$ cat src/rtl/patsync_rx_pkg.sv
package patsync_rx_pkg;
  typedef enum logic [1:0] {
    ST_HUNT = 2'd0,
    ST_GAP  = 2'd1,
    ST_DATA = 2'd2,
    ST_PARK = 2'd3
  } rx_state_e;
endpackage

$ cat src/rtl/patsync_rx_window.sv
// Sliding history of sampled bits plus a saturating count of bits seen
// since the last clear.
module patsync_rx_window #(
  parameter int PAT_W  = 16,
  parameter int PLEN_W = 5
) (
  input  logic              clk,
  input  logic              rst,
  input  logic              shift_en,
  input  logic              clear,
  input  logic              bit_in,
  output logic [PAT_W-1:0]  win,
  output logic [PLEN_W-1:0] fill_now
);
  logic [PAT_W-1:0]  hist;
  logic [PLEN_W-1:0] fill;

  assign win      = {hist[PAT_W-2:0], bit_in};
  assign fill_now = (fill == PLEN_W'(PAT_W)) ? fill : fill + 1'b1;

  always_ff @(posedge clk) begin
    if (rst) begin
      hist <= '0;
      fill <= '0;
    end else begin
      if (shift_en) hist <= win;
      if (clear) fill <= '0;
      else if (shift_en) fill <= fill_now;
    end
  end

  a_r3_fill_bound: assert property (@(posedge clk) disable iff (rst)
    fill <= PLEN_W'(PAT_W));
endmodule

$ cat src/rtl/patsync_rx_match.sv
// Masked compare of the window against a pattern, gated by fill count.
module patsync_rx_match #(
  parameter int PAT_W  = 16,
  parameter int PLEN_W = 5
) (
  input  logic              check,
  input  logic [PAT_W-1:0]  win,
  input  logic [PLEN_W-1:0] fill_now,
  input  logic [PLEN_W-1:0] len,
  input  logic [PAT_W-1:0]  pat,
  output logic              hit
);
  logic [PLEN_W-1:0] eff_len;
  logic [PAT_W-1:0]  mask;

  always_comb begin
    if (len == '0) eff_len = PLEN_W'(1);
    else if (len > PLEN_W'(PAT_W)) eff_len = PLEN_W'(PAT_W);
    else eff_len = len;
    for (int i = 0; i < PAT_W; i++) mask[i] = (i < int'(eff_len));
  end

  assign hit = check && (fill_now >= eff_len) && (((win ^ pat) & mask) == '0);
endmodule

$ cat src/rtl/patsync_rx_assemble.sv
// Builds one word at a time in either bit order.
module patsync_rx_assemble #(
  parameter int WORD_W = 16,
  parameter int WLEN_W = 5
) (
  input  logic              clk,
  input  logic              rst,
  input  logic              take,
  input  logic              abort,
  input  logic              bit_in,
  input  logic              msb_first,
  input  logic [WLEN_W-1:0] len,
  output logic              done,
  output logic [WORD_W-1:0] word
);
  logic [WLEN_W-1:0] cnt;
  logic [WLEN_W-1:0] eff_len;
  logic [WORD_W-1:0] acc;
  logic [WORD_W-1:0] base;
  logic              last;

  always_comb begin
    if (len == '0) eff_len = WLEN_W'(1);
    else if (len > WLEN_W'(WORD_W)) eff_len = WLEN_W'(WORD_W);
    else eff_len = len;
    base = (cnt == '0) ? '0 : acc;
    if (msb_first) word = {base[WORD_W-2:0], bit_in};
    else word = base | (WORD_W'(bit_in) << cnt);
  end

  assign last = (cnt + 1'b1) >= eff_len;
  assign done = take && last;

  always_ff @(posedge clk) begin
    if (rst) begin
      cnt <= '0;
      acc <= '0;
    end else if (abort) begin
      cnt <= '0;
    end else if (take) begin
      acc <= word;
      cnt <= last ? '0 : cnt + 1'b1;
    end
  end

  a_r5_cnt_bound: assert property (@(posedge clk) disable iff (rst)
    cnt < WLEN_W'(WORD_W));
endmodule

$ cat src/rtl/patsync_rx.sv
module patsync_rx
  import patsync_rx_pkg::*;
#(
  parameter int PAT_W  = 16,
  parameter int WORD_W = 16,
  parameter int GAP_W  = 8,
  parameter int CNT_W  = 8,
  localparam int PLEN_W = $clog2(PAT_W + 1),
  localparam int WLEN_W = $clog2(WORD_W + 1)
) (
  input  logic              clk,
  input  logic              rst,
  input  logic              bit_en,
  input  logic              rx_bit,
  input  logic [PLEN_W-1:0] sync_len,
  input  logic [PAT_W-1:0]  start_pat,
  input  logic [PAT_W-1:0]  end_pat,
  input  logic [GAP_W-1:0]  start_gap,
  input  logic [WLEN_W-1:0] word_len,
  input  logic [CNT_W-1:0]  words_per_start,
  input  logic              msb_first,
  input  logic              run_to_end_pat,
  input  logic              rearm,
  output logic              word_valid,
  output logic [WORD_W-1:0] word_data
);
  rx_state_e st;

  // frame settings captured at the start event
  logic [PLEN_W-1:0] l_len;
  logic [PAT_W-1:0]  l_end_pat;
  logic [WLEN_W-1:0] l_word_len;
  logic [CNT_W-1:0]  l_words;
  logic              l_msb;
  logic              l_run;

  logic [GAP_W-1:0]  gcnt;
  logic [CNT_W-1:0]  wcnt;
  logic [CNT_W-1:0]  eff_words;

  logic [PAT_W-1:0]  win;
  logic [PLEN_W-1:0] fill_now;
  logic              hit_start, hit_end, win_clear;
  logic              take, word_done;
  logic [WORD_W-1:0] word_nxt;

  // fill keeps counting only while hunting or receiving data without an end
  assign win_clear = (st == ST_PARK) ||
                     (bit_en && !((st == ST_HUNT && !hit_start) ||
                                  (st == ST_DATA && !hit_end)));
  assign take      = (st == ST_DATA) && bit_en && !hit_end;
  assign eff_words = (l_words == '0) ? CNT_W'(1) : l_words;

  patsync_rx_window #(.PAT_W(PAT_W), .PLEN_W(PLEN_W)) u_window (
    .clk(clk), .rst(rst), .shift_en(bit_en), .clear(win_clear),
    .bit_in(rx_bit), .win(win), .fill_now(fill_now)
  );

  patsync_rx_match #(.PAT_W(PAT_W), .PLEN_W(PLEN_W)) u_start_match (
    .check(st == ST_HUNT && bit_en), .win(win), .fill_now(fill_now),
    .len(sync_len), .pat(start_pat), .hit(hit_start)
  );

  patsync_rx_match #(.PAT_W(PAT_W), .PLEN_W(PLEN_W)) u_end_match (
    .check(st == ST_DATA && bit_en && l_run), .win(win), .fill_now(fill_now),
    .len(l_len), .pat(l_end_pat), .hit(hit_end)
  );

  patsync_rx_assemble #(.WORD_W(WORD_W), .WLEN_W(WLEN_W)) u_assemble (
    .clk(clk), .rst(rst), .take(take), .abort(hit_end), .bit_in(rx_bit),
    .msb_first(l_msb), .len(l_word_len), .done(word_done), .word(word_nxt)
  );

  always_ff @(posedge clk) begin
    if (rst) begin
      st         <= ST_HUNT;
      l_len      <= '0;
      l_end_pat  <= '0;
      l_word_len <= '0;
      l_words    <= '0;
      l_msb      <= 1'b0;
      l_run      <= 1'b0;
      gcnt       <= '0;
      wcnt       <= '0;
      word_valid <= 1'b0;
      word_data  <= '0;
    end else begin
      word_valid <= 1'b0;
      case (st)
        ST_HUNT: if (hit_start) begin
          l_len      <= sync_len;
          l_end_pat  <= end_pat;
          l_word_len <= word_len;
          l_words    <= words_per_start;
          l_msb      <= msb_first;
          l_run      <= run_to_end_pat;
          wcnt       <= '0;
          gcnt       <= start_gap;
          st         <= (start_gap == '0) ? ST_DATA : ST_GAP;
        end
        ST_GAP: if (bit_en) begin
          gcnt <= gcnt - 1'b1;
          if (gcnt == GAP_W'(1)) st <= ST_DATA;
        end
        ST_DATA: begin
          if (hit_end) begin
            st <= ST_HUNT;
          end else if (word_done) begin
            word_valid <= 1'b1;
            word_data  <= word_nxt;
            if (!l_run) begin
              if ((wcnt + 1'b1) >= eff_words) st <= ST_PARK;
              else wcnt <= wcnt + 1'b1;
            end
          end
        end
        ST_PARK: if (rearm) st <= ST_HUNT;
        default: st <= ST_HUNT;
      endcase
    end
  end

  a_r5_valid_follows_sample: assert property (@(posedge clk) disable iff (rst)
    word_valid |-> ($past(bit_en) && $past(st) == ST_DATA));
  a_r7_park_holds: assert property (@(posedge clk) disable iff (rst)
    (st == ST_PARK && !rearm) |=> st == ST_PARK);
  a_r4_gap_count_live: assert property (@(posedge clk) disable iff (rst)
    (st == ST_GAP) |-> gcnt != '0);
  a_r2_start_on_sample: assert property (@(posedge clk) disable iff (rst)
    (st == ST_HUNT && !bit_en) |=> st == ST_HUNT);
  a_r8_end_only_in_run: assert property (@(posedge clk) disable iff (rst)
    (st == ST_DATA && !l_run && bit_en && !word_done) |=> st == ST_DATA);
endmodule

$ cat config.mk
export PLATFORM = sky130hd
export DESIGN_NAME = patsync_rx
export DESIGN_NICKNAME = d
export VERILOG_FILES = /design/src/rtl/patsync_rx_pkg.sv /design/src/rtl/patsync_rx_window.sv /design/src/rtl/patsync_rx_match.sv /design/src/rtl/patsync_rx_assemble.sv /design/src/rtl/patsync_rx.sv
export SDC_FILE = /design/constraint.sdc
export NUM_CORES = 1
export LEC_CHECK = 0
export ABC_AREA = 1
export BUFFER_PORTS_ARGS = -buffer_cell sky130_fd_sc_hd__clkbuf_2
export CAP_MARGIN = 20
export CORE_MARGIN = 2
export CORE_UTILIZATION = 49
export DETAILED_ROUTE_END_ITERATION = 8
export GPL_TIMING_DRIVEN = 0
export PLACE_DENSITY_LB_ADDON = 0.08
export SYNTH_ARGS = -nofsm -noshare
export SYNTH_HDL_FRONTEND = slang
export SYNTH_HIERARCHICAL = 1
export SYNTH_SLANG_ARGS = --single-unit
$ cat constraint.sdc
create_clock -name clk -period 4.7 [get_ports clk]
set_clock_uncertainty 0.1 [all_clocks]
set_input_delay 0.47 -clock clk [delete_from_list [all_inputs] [get_ports clk]]
set_output_delay 0.47 -clock clk [all_outputs]
set_load 0.01 [all_outputs]
==> flow_summary.toml <==
[detailed_routing]
vias_per_cell = 5.08
routed_wl_mm = 17.3
post_drt_wl_per_cell_um = 13.4
drc = 0
antenna_left = 0
vias = 6588
drt-initial-drc-count = 330
dr.pass1.iters = 5

[critical_path]
cp_num_cells = 30
path_common_cell = "nand2_1"
worstSetupPathType = "flip-flop to flip-flop"
required_ns = 4.85
critPathBufInv = 9
worstSetupStartpointType = "flip-flop"
r2r-start = "u_window/fill[0]$_SDFFE_PP0P_"
path_max_fanout = 10
slowest_stage = "dfxtp_1"
crit_family = "simple AND/OR/NAND/NOR gates"
crit_arrival_ns = 3.91
critical-path-max-stage-delay_ns = 0.40
ff2ff_path_depth = 30
crit_start = "u_window/fill[0]$_SDFFE_PP0P_"
crit_path_end = "word_data[6]$_SDFFE_PP0P_"
r2r-end = "word_data[6]$_SDFFE_PP0P_"
endpoint_kind = "flip-flop"
ff2ff_setup_slack_ns = 0.95

[floorplan]
core.rowCount = 42
initial_core_util = 0.505
core_um2 = 13300
die_h_um = 121
dieArea_um2 = 14700
pin_count = 82
die_x_um = 121

[global_routing]
grt_pass1_vias = 6107
antenna_found_initial = 0
grt_max_degree = 20
globalRouteMet3Util = 0.0324
grt_util_met1 = 0.335
grt-busiest-layer = "met2"
grt_pass1_wl_mm = 29.3
gr-total-overflow = 0
grtUsageTotal = 0.249
met2_usage = 0.415

[timing]
setup_violations = 0
worst_hold_slack_ns = 0.264
timing.setup.tns_ns = 0
report.final.slew_viol_count = 0
post-route-period-util = 0.798
worst_pin_slew_ns = 0.563
rsz0062_at_grt = "false"
period_minus_slack_ns = 3.75
fmax_mhz = 266
relSlewSlack = 0.624
hold_viol_final = 0

[power]
p_leak_uw = 0.00375
vdd_drop_max_uv = 168
finalPower_uw = 2490
p_per_area_nw_per_um2 = 325

[clock_tree]
cts_made_buffers = 9
cts_resized = 0
htreeDepth = 3
cts_buffer_depth = 2
cts_num_sinks = 112
tritoncts = "built"
worstSkewPairLatency_ns = 0.36
root_buffer = "clkbuf_16"
post-cts-setup-buffers = 0
clk_pin_slew_ns = 0.07
cts_hold_buf = 0

[run]
maxCapViolations = 0

[placed_design]
gp_congestion = 0.884
port_buffers = 81
dp_hpwl_mm = 13.4

[finish]
diodes = 0
fillers = 1383
synthToLayoutAreaGrowth_pct = 13.4
utilization = 0.573
fin_nets = 1210
drive_gt1_frac = 0.157

[worst_hold_path]
min-delay-start = "end_pat[12]"
hold_class = "input port to flip-flop"

[yosys]
ys_seq_elements = 112
yosys.cell_types.count = 39
synth_fp_nets = 1118
ys.warnings.count = 6
syn_area_per_cell_um2 = 6.58
ys.flop_type = "dfxtp_1"
syn_area_um2 = 6740
async_flop_share = 0
syn_inst = 1025
synth_top_area_share = 0.332
synth_area_leaders = "dfxtp_1 33%, nand2_1 12%, nor2_1 9.9%, inv_1 6.2%, o21ai_0 5.5%"
synth-edff-count = 0
synth-seq-area-share = 0.332
synth_area_leader_cell = "dfxtp_1"

[outcome]
outcome = "completed"
==> worst register-to-register path, delay by kind of cell (launching register included) <==
| kind | cells | cell delay (ns) |
|---|---|---|
| simple gates | 19 | 1.78 |
| buf+inv | 9 | 0.85 |
| fa+ha+maj | 2 | 0.50 |
| flops | 1 | 0.40 |
==> synthesized netlist by cell type, drive strengths merged (2+ instances only) <==
cell type,number
nor4,3
nand3,66
o211ai,2
o21ai,113
inv,122
a31oi,2
ha,28
clkinv,2
clkbuf,8
o21a,4
a21oi,56
nand2,220
nor3,4
or2,3
nand4,19
buf,30
a211oi,2
nor2,195
xor2,22
xnor2,10
dfxtp,112
==> flip-flops by register name, indices dropped and copies added, names as in the netlist, 2 cells and up <==
| name | cells |
|---|---|
| l_end_pat | 16 |
| u_assemble/acc | 16 |
| word_data | 16 |
| u_window/hist | 15 |
| gcnt | 8 |
| l_words | 8 |
| wcnt | 8 |
| l_len | 5 |
| l_word_len | 5 |
| u_assemble/cnt | 5 |
| u_window/fill | 5 |
| st | 2 |
==> how the worst min path moves through the flow <==
stage,endpoint,slack (ns),cells past startpoint
floorplan,l_run$_SDFFE_PP0P_,0.35,2
global placement,gcnt[4]$_SDFFE_PP0P_,0.37,2
detailed placement,gcnt[4]$_SDFFE_PP0P_,0.37,2
CTS,l_end_pat[12]$_SDFFE_PP0P_,0.25,3
global route,l_end_pat[13]$_SDFFE_PP0P_,0.28,3
finish,l_end_pat[12]$_SDFFE_PP0P_,0.26,3
==> layout by cell type (no fill, tap or decap), types with 11 or more instances in the layout <==
cell,synthesis,final
inv_2,11,11
dfxtp_1,112,112
ha_1,28,28
buf_2,16,16
a21oi_1,55,55
nand3_1,61,61
inv_1,111,111
nor2_2,13,13
nor2_1,177,177
xor2_1,22,22
nand4_1,19,19
o21ai_1,39,39
clkbuf_2,0,81
o21ai_0,74,74
nand2_1,209,209
==> stage by stage <==
step	cells	instance area (um2)	setup WS, ns
finish	1297	7650	0.948
global route	1297	7650	0.356
CTS	1297	7650	0.958
detailed placement	1282	7370	0.984
global placement	1282	7370	0.958
floorplan	1025	6740	1.49
==> final cells by class <==
class,instances,area (um2),area share
clock inverter,6,52.6,0.00687
inverter,124,467,0.0610
timing repair buffer,81,405,0.0530
sequential,112,2240,0.293
multi-input combinational,751,3800,0.498
clock buffer,9,225,0.0295
tap,176,220,0.0288
buffer,38,230,0.0301
==> kinds of logic after synthesis <==
group                      Yosys count  synth area share
adders and majority gates           28            0.0519
DFF                                112             0.332
xor gates and xnor gates            32            0.0416
buffers and inverters              162             0.103
AOI/OAI and AO/OA                  181             0.140
and+or+nand+nor                    510             0.331
==> power breakdown <==
part / internal, uW / total [uW] / switching (uW)
logic: 243 / 667 / 424
registers: 1020 / 1080 / 59.7
clock network: 366 / 739 / 373
total: 1630 / 2490 / 857
==> metal layers <==
metal,routed length (um),vias to the layer above
li1,-,3476
met1,8320,2957
met2,8010,137
met3,695,18
met4,318,0
met5,0,-
Note: power is estimated with default switching activity, not from simulation.
